[src/rtl/serial_rx_core.sv]
module serial_rx_core #(
  parameter int DEPTH = 16,
  parameter int OSR   = 16
) (
  input  logic                       clk,
  input  logic                       rst_n,
  input  logic                       tick16_i,
  input  logic                       rxd_i,
  input  logic [1:0]                 word_len_i,
  input  logic                       parity_en_i,
  input  logic                       parity_even_i,
  input  logic                       two_stop_i,
  input  logic [1:0]                 trig_sel_i,
  input  logic                       rd_i,
  input  logic                       fifo_clr_i,
  input  logic                       status_rd_i,
  output logic [7:0]                 rd_data_o,
  output logic [$clog2(DEPTH):0]     count_o,
  output logic                       data_ready_o,
  output logic                       overrun_o,
  output logic                       parity_err_o,
  output logic                       framing_err_o,
  output logic                       break_o,
  output logic                       fifo_err_o,
  output logic                       trig_o
);
  localparam int AW = $clog2(DEPTH);
  localparam int CW = $clog2(OSR);

  typedef enum logic [2:0] {IDLE, START, DATA, PAR, STOP, HOLD} st_t;

  logic [1:0]    sync_q;
  logic          rx;
  st_t           st;
  logic [CW-1:0] cnt;
  logic [2:0]    bitn;
  logic [7:0]    shreg;
  logic          par_q, stop2, prev_q;
  logic          done_q;
  logic [7:0]    done_data;
  logic [2:0]    done_tag;

  logic          samp, par_bad, zero_w;
  logic [7:0]    char_w;

  assign rx      = sync_q[1];
  assign samp    = tick16_i && (cnt == CW'(OSR-1));
  assign char_w  = shreg >> (2'd3 - word_len_i);
  assign par_bad = (^{char_w, par_q}) ^ ~parity_even_i;
  assign zero_w  = (char_w == 8'd0) && !par_q;

  always_ff @(posedge clk or negedge rst_n)
    if (!rst_n) sync_q <= 2'b11;
    else        sync_q <= {sync_q[0], rxd_i};

  always_ff @(posedge clk or negedge rst_n) begin
    if (!rst_n) begin
      st        <= IDLE;
      cnt       <= '0;
      bitn      <= '0;
      shreg     <= '0;
      par_q     <= 1'b0;
      stop2     <= 1'b0;
      prev_q    <= 1'b1;
      done_q    <= 1'b0;
      done_data <= '0;
      done_tag  <= '0;
    end else begin
      done_q <= 1'b0;
      if (tick16_i) prev_q <= rx;
      case (st)
        IDLE:
          if (tick16_i && prev_q && !rx) begin
            st  <= START;
            cnt <= '0;
          end
        START:
          if (tick16_i) begin
            if (cnt == CW'(OSR/2-1)) begin
              cnt   <= '0;
              bitn  <= '0;
              par_q <= 1'b0;
              stop2 <= 1'b0;
              st    <= rx ? IDLE : DATA;
            end else begin
              cnt <= cnt + CW'(1);
            end
          end
        DATA:
          if (tick16_i) begin
            cnt <= cnt + CW'(1);
            if (samp) begin
              shreg <= {rx, shreg[7:1]};
              bitn  <= bitn + 3'd1;
              if (bitn == ({1'b0, word_len_i} + 3'd4))
                st <= parity_en_i ? PAR : STOP;
            end
          end
        PAR:
          if (tick16_i) begin
            cnt <= cnt + CW'(1);
            if (samp) begin
              par_q <= rx;
              st    <= STOP;
            end
          end
        STOP:
          if (tick16_i) begin
            cnt <= cnt + CW'(1);
            if (samp) begin
              if (!rx) begin
                done_q <= 1'b1;
                if (zero_w && !stop2) begin
                  done_data <= 8'd0;
                  done_tag  <= 3'b100;
                  st        <= HOLD;
                end else begin
                  done_data <= char_w;
                  done_tag  <= {2'b01, parity_en_i && par_bad};
                  st        <= IDLE;
                end
              end else if (two_stop_i && !stop2) begin
                stop2 <= 1'b1;
              end else begin
                done_q    <= 1'b1;
                done_data <= char_w;
                done_tag  <= {2'b00, parity_en_i && par_bad};
                st        <= IDLE;
              end
            end
          end
        HOLD:
          if (tick16_i && rx) st <= IDLE;
        default: st <= IDLE;
      endcase
    end
  end

  logic [7:0]  mem_d [DEPTH];
  logic [2:0]  mem_t [DEPTH];
  logic [AW-1:0] wp, rp;
  logic [AW:0] cnt_f;
  logic        full, pop, push, fresh, arrive;
  logic [2:0]  head_t;
  logic        ovr_q, pe_q, fe_q, bi_q, err_any;
  logic [AW:0] lvl;

  assign full   = cnt_f == (AW+1)'(DEPTH);
  assign pop    = rd_i && (cnt_f != '0);
  assign push   = done_q && (!full || pop);
  assign head_t = mem_t[rp];
  assign arrive = fresh && (cnt_f != '0);

  always_ff @(posedge clk)
    if (push && !fifo_clr_i) begin
      mem_d[wp] <= done_data;
      mem_t[wp] <= done_tag;
    end

  always_ff @(posedge clk or negedge rst_n) begin
    if (!rst_n) begin
      wp    <= '0;
      rp    <= '0;
      cnt_f <= '0;
      fresh <= 1'b0;
    end else if (fifo_clr_i) begin
      wp    <= '0;
      rp    <= '0;
      cnt_f <= '0;
      fresh <= 1'b0;
    end else begin
      if (push) wp <= wp + AW'(1);
      if (pop)  rp <= rp + AW'(1);
      cnt_f <= cnt_f + (AW+1)'(push) - (AW+1)'(pop);
      fresh <= (push && ((cnt_f == '0) || (pop && cnt_f == (AW+1)'(1))))
            || (pop && cnt_f >= (AW+1)'(2));
    end
  end

  always_ff @(posedge clk or negedge rst_n) begin
    if (!rst_n) begin
      ovr_q <= 1'b0;
      pe_q  <= 1'b0;
      fe_q  <= 1'b0;
      bi_q  <= 1'b0;
    end else begin
      ovr_q <= (done_q && full && !pop && !fifo_clr_i) || (ovr_q && !status_rd_i);
      pe_q  <= (arrive && head_t[0]) || (pe_q && !status_rd_i);
      fe_q  <= (arrive && head_t[1]) || (fe_q && !status_rd_i);
      bi_q  <= (arrive && head_t[2]) || (bi_q && !status_rd_i);
    end
  end

  always_comb begin
    err_any = 1'b0;
    for (int i = 0; i < DEPTH; i++)
      if (({1'b0, AW'(i) - rp} < cnt_f) && (|mem_t[i])) err_any = 1'b1;
  end

  always_comb
    case (trig_sel_i)
      2'd0:    lvl = (AW+1)'(1);
      2'd1:    lvl = (AW+1)'(DEPTH/4);
      2'd2:    lvl = (AW+1)'(DEPTH/2);
      default: lvl = (AW+1)'(DEPTH-2);
    endcase

  assign rd_data_o     = mem_d[rp];
  assign count_o       = cnt_f;
  assign data_ready_o  = cnt_f != '0;
  assign overrun_o     = ovr_q;
  assign parity_err_o  = pe_q;
  assign framing_err_o = fe_q;
  assign break_o       = bi_q;
  assign fifo_err_o    = err_any;
  assign trig_o        = cnt_f >= lvl;
endmodule

[config.mk]
export PLATFORM = sky130hd
export DESIGN_NAME = serial_rx_core
export DESIGN_NICKNAME = d
export VERILOG_FILES = /design/src/rtl/serial_rx_core.sv
export SDC_FILE = /design/constraint.sdc
export NUM_CORES = 1
export LEC_CHECK = 0
export BUFFER_PORTS_ARGS = -buffer_cell sky130_fd_sc_hd__buf_2
export CAP_MARGIN = 20
export CORE_MARGIN = 1
export CORE_UTILIZATION = 43
export CTS_BUF_LIST = sky130_fd_sc_hd__clkbuf_16
export DETAILED_ROUTE_END_ITERATION = 6
export SYNTH_ARGS = -nofsm -noshare
export SYNTH_HDL_FRONTEND = slang
export SYNTH_SLANG_ARGS = --single-unit
[constraint.sdc]
create_clock -name clk -period 3.7 [get_ports clk]
set_clock_uncertainty 0.1 [all_clocks]
set_input_delay 0.37 -clock clk [delete_from_list [all_inputs] [get_ports clk]]
set_output_delay 0.37 -clock clk [all_outputs]
set_load 0.005 [all_outputs]
Word level (Yosys, flattened, before mapping)
Memories as Yosys holds them, arrays and structs flattened.
Index checks and enable logic that the tools add are counted.

storage, ports and cells
  bits in registers = 53
  memory bits (writable) = 176
  output and inout port bits = 20
  logic and storage cells = 258
  memories kept = 2

memories
  memory  depth  bits a word  read ports  clocked after Yosys merged registers in  wr ports  RTL line  RTL
  mem_d   16     8            1           0                                        1         139       logic [7:0] mem_d [DEPTH];
  mem_t   16     3            17          0                                        1         140       logic [2:0] mem_t [DEPTH];

operators by class
  add/sub/neg operators = 24
  $lt $le $gt $ge = 18
  equality and inequality tests = 28
  shifts and indexed selects = 1
  muxes and demuxes = 73
  bitwise logic cells = 2
  reductions and logical operators = 91

operator list
  kind                                              number
  less-than comparator 4 x 5 -> 1 bit               16
  2-to-1 mux 3 bit                                  22
  OR reduction 3 bit                                17
  logical AND 1 bit                                 41
  2-to-1 mux 1 bit                                  32
  2-to-1 mux 4 bit                                  8
  subtractor 4 bit (first input constant)           8
  inequality test 2 bit (second input constant)     14
  2-to-1 mux 8 bit                                  3
  case mux 4 bit (3 select lines)                   2
  case mux 3 bit (6 select lines)                   1
  subtractor 3 x 4 -> 4 bit (first input constant)  4
  adder 4 x 1 -> 4 bit (second input constant)      3
  AND reduction 12 bit                              1
  AND reduction 5 bit                               2
  nonzero test 2 bit                                5
  XOR reduction 9 bit                               1
  logical NOT 8 bit                                 1
  AND reduction 4 bit                               2
  >> shifter 8 x 2 -> 8 bit                         1
  subtractor 1 x 4 -> 4 bit (first input constant)  2
  subtractor 2 x 4 -> 4 bit (first input constant)  2
  logical NOT 1 bit                                 7
  logical OR 1 bit                                  7
  32 further kinds                                  35

Logic depth before layout (Yosys ltp)
  depth in word-level cells = 19
  mapped depth = 14
  mapped depth without buffers = 14

Least setup slack after synthesis
OpenSTA, ideal clock, no wires.

  path type = reg2out
  from = reg rp[1]
  to = out fifo_err_o
  arrival time = 3.082 ns
  setup slack = 0.148 ns
  cell stages (with the launch flop) = 14
  buffers on the path = 2
  cells stage by stage = dfrtp_1 -> clkbuf_1 -> clkbuf_1 -> inv_1 -> ha_1 -> a21oi_1 -> xnor2_1 -> inv_1 -> ha_1 -> nor2_1 -> a211o_1 -> a2111oi_0 -> o2111ai_1 -> or3_1

on the way
  cells in the longest elaborated chain, start to end = 19

ends and longest elaborated chain
  item                                 RTL line  RTL
  start, declared                      141       logic [AW-1:0] wp, rp;
  start signal, assigned               173       if (pop) rp <= rp + AW'(1);
  subtractor 1 x 4 -> 4 bit            197       if (({1'b0, AW'(i) - rp} < cnt_f) && (|mem_t[i])) err_any = 1'b1;
  less-than comparator 4 x 5 -> 1 bit  197
  logical AND 1 bit                    197
  2-to-1 mux 1 bit (15 in a row)       197
  2-to-1 mux 1 bit (*)                 197
  end, declared                        24        output logic fifo_err_o,

Every way passes the cells marked *; elsewhere a longest branch is shown, timed or not.

Worst setup path after layout
Ends and elaborated chain as after synthesis.

==> impl_results.md <==
- Met2 usage: 0.321
- R2R setup slack: about 0.22 ns
- Final hold vios: 0
- Hold Path End: prev_q
- Initial antenna violation count: 0
- Final setup violation count: 0
- Top-area cell type share of the netlist area: 0.490
- Slew headroom: 0.493
- Status: finished clean
- GRT Max-Usage Layer: met2
- R2R depth: 14
- HP Start: tick16_i
- Met3 GRT Util: 0.0269
- Die width: ~160 um
- Worst path most repeated cell: ha_1
- HP Class: input port to register
- WL final: approximately 24000 um
- Power Dens Cells: 615 mW/mm^2
- DRC errors left: 0
- Maximum number of pins on one net before global-route repair: 39
- Post-synthesis cell area: 0.0108 mm^2
- Fin util: 0.505
- GRT Residual Overflow: 0
- Clk sinks: about 230
- Asr flop ratio synth: 0.231
- DP Worst Slack: between 0.2 and 0.3 ns
- Synth-to-Final Area Change: 14.4%
- Fin crit share: 0.973
- Leakage: approximately 4.8 nW
- NetSw: approximately 2.4 mW
- Crit Path Category: register to output port
- WP data arrival: approximately 3.1 ns
- Fin Hold WS: around 0.035 ns
- CP required: ~3.2 ns
- GRT Total Usage: 0.188
- Reg2Reg Capture Point: count_o[4]
- Vias per cell: approximately 5.6
- Drt wl/cell: ~21 um
- Dpl cells: ~1100
- Fin cells: between 1000 and 1500
- Top delay family on crit path: compound AO/OA/AOI/OAI gates
- Top cells by area, synth: edfxtp_1 (49%), mux4_2 (13%), dfrtp_1 (12%)
- TNS Setup: 0 ns
- Worst r2r src: count_o[2]
- Area leader, netlist: edfxtp_1
- Die area: roughly 0.026 mm^2
- Switch share: 0.312
- Layout cell share with drive strength beyond 1: 0.253
- Ys flop type: edfxtp_1
- Cells after synthesis: between 700 and 800
- Vias: around 6300
- Io pins: 34
- Routability-driven placement congestion ratio: 0.850
- Initial Util: 0.441
- Setup slack after layout: around 0.10 ns
- Crit-path slowest cell: dfrtp_2
- Vias in the first global route: between 6000 and 7000
- Synth warnings: 0
- IO Port Bufs: 33
- Commonest non-fill, non-tap cells in the layout: edfxtp_1 (176), mux4_2 (60), ha_1 (54), dfrtp_1 (47), inv_1 (43)
- Placeable Area: ~0.024 mm^2
- TritonCTS clock tree: yes
- CP max stage delay: 0.40 ns
- Worst path buffer plus inverter count: 3
- Yosys cell types: 59
- CTS Root Cell: clkbuf_16
- Crit-path cells: inv_2, ha_1, xnor2_1, inv_1, ha_1, a211oi_1, nor2_1, o21ai_1, a2111oi_2, o2111ai_1, or3_4, buf_2
- Startpoint Class: register
- Flop pwr share: 0.406
- Fmax: approximately 0.28 GHz
- Type of destination of the critical path: output port
- Post-synth EDFFs: around 180
- First-pass GRT wire length: roughly 37000 um
- Logic pwr share: 0.282
- Layout Nets: 850
- Antenna diodes: 0
- Synthesized flop and latch total: 229
- Commonest non-fill, non-tap cell in the layout: edfxtp_1
- Clock Latency Late Sink: approximately 0.52 ns
- Post-DP HPWL: 16000 um
- Slew @ Worst Pin: about 0.76 ns
- Max Slew Vio Count: 0
- Max_cap viols: 0
- DR iter-0 viols: between 300 and 400
- Mapped Avg Cell Area: between 15 and 20 um^2
- Clock transition at path regs: around 0.060 ns
- Peak supply drop: between 0.3 and 0.4 mV
- Final critical path time including I/O delays and setup: about 3.6 ns
- Total CTS buffers: 25
- Clk buf depth: 3
- Pre-antenna DRT Iters: 5
- Crit path max fanout: 5
- Row cnt: 57
- Internal: between 5 and 6 mW
- Clock Power Share: 0.312
- Die Y: about 160 um
- Net Count, Synth: between 700 and 800
- DRT antenna net count: 0
- Htree depth: 1
- Hold Path Cell Cnt: 2
- Met1 usage: 0.254
- Register area share after synthesis: 0.613
[registers in the layout, indices dropped and copies added, names as in the netlist, 2 cells and up]
name / cells
bitn: 3
mem_d: 128
done_tag: 3
mem_t: 48
count_o: 5
cnt: 4
rp: 4
shreg: 8
sync_q: 2
wp: 4
done_data: 8
st: 3
[metal layers]
metal	wire length, um	up-vias	part of all wire
met5	0	-	0
met1	10400	3242	0.44
met2	11900	141	0.50
met4	407	0	0.017
li1	-	2870	-
met3	927	31	0.039
[power by group through the flow]
stage	clock [mW]	sequential, mW	combinational, mW
detailed placement	0	3.14	2.09
floorplan	0	3.04	1.64
global route	2.54	3.11	2.38
CTS	2.43	3.08	2.12
global placement	0	3.13	2.03
finish	2.37	3.08	2.14
[Yosys cell counts (all sizes together) (3+ instances only)]
cell type	number
nor2	43
o32ai	6
dfrtp	50
mux4	60
a211oi	3
a22o	3
xor2	7
nor2b	6
nand2	38
a21oi	29
o22ai	3
dfstp	3
o21ai	31
nand3	10
nand2b	7
ha	55
inv	44
xnor2	21
mux2i	3
edfxtp	176
a21o	11
nor3	22
or3	5
buf	15
nand4	5
clkbuf	12
mux2	16
[layout make-up]
cell class / count / area, um^2
clock buffers: 25 / 626
clock inverters: 20 / 165
fillers: 1999 / 12100
inverters: 45 / 169
multi-input cells: 413 / 3940
flip-flops and latches: 229 / 6620
well taps: 324 / 405
repair buffers: 66 / 428
[cells by family after synthesis]
kind of cell	share of synthesized area
buffers and inverters	0.0277
DFF	0.613
adders and majority gates	0.0656
muxes	0.145
xor gates and xnor gates	0.0227
and+or+nand+nor	0.0646
AOI/OAI and AO/OA	0.0618
[metrics by stage]
stage	instance area, um^2	power [mW]
finish	12400	7.60
global route	12400	8.03
CTS	12300	7.63
detailed placement	11500	5.22
global placement	11500	5.16
floorplan	10800	4.68
[repair_timing]
item,4_1_cts,5_1_grt
buffers inserted,3,0
hold endpoints to repair,24,0
hold buffers,3,0
setup endpoints to repair,1,1
gates resized for setup,5,9
pin swaps,1,6
[worst register-to-register path: cells and delay by family (launching register included)]
kind / cells / cell delay, ns
simple gates: 5 / 0.98
compound gates: 2 / 0.30
buf+inv: 3 / 0.48
flops: 1 / 0.41
fa+ha+maj: 4 / 1.13
[how the worst max path moves through the flow]
stage          cells after the start       start         end
3_5_place_dp                      14  count_o[2]  count_o[4]
3_3_place_gp                      14  count_o[2]  count_o[4]
2_1_floorplan                     13       rp[1]  fifo_err_o
6_report                          12       rp[1]  fifo_err_o
4_1_cts                           11       rp[1]  fifo_err_o
5_1_grt                           12       rp[2]  fifo_err_o
Note: power is estimated with default switching activity, not from simulation.
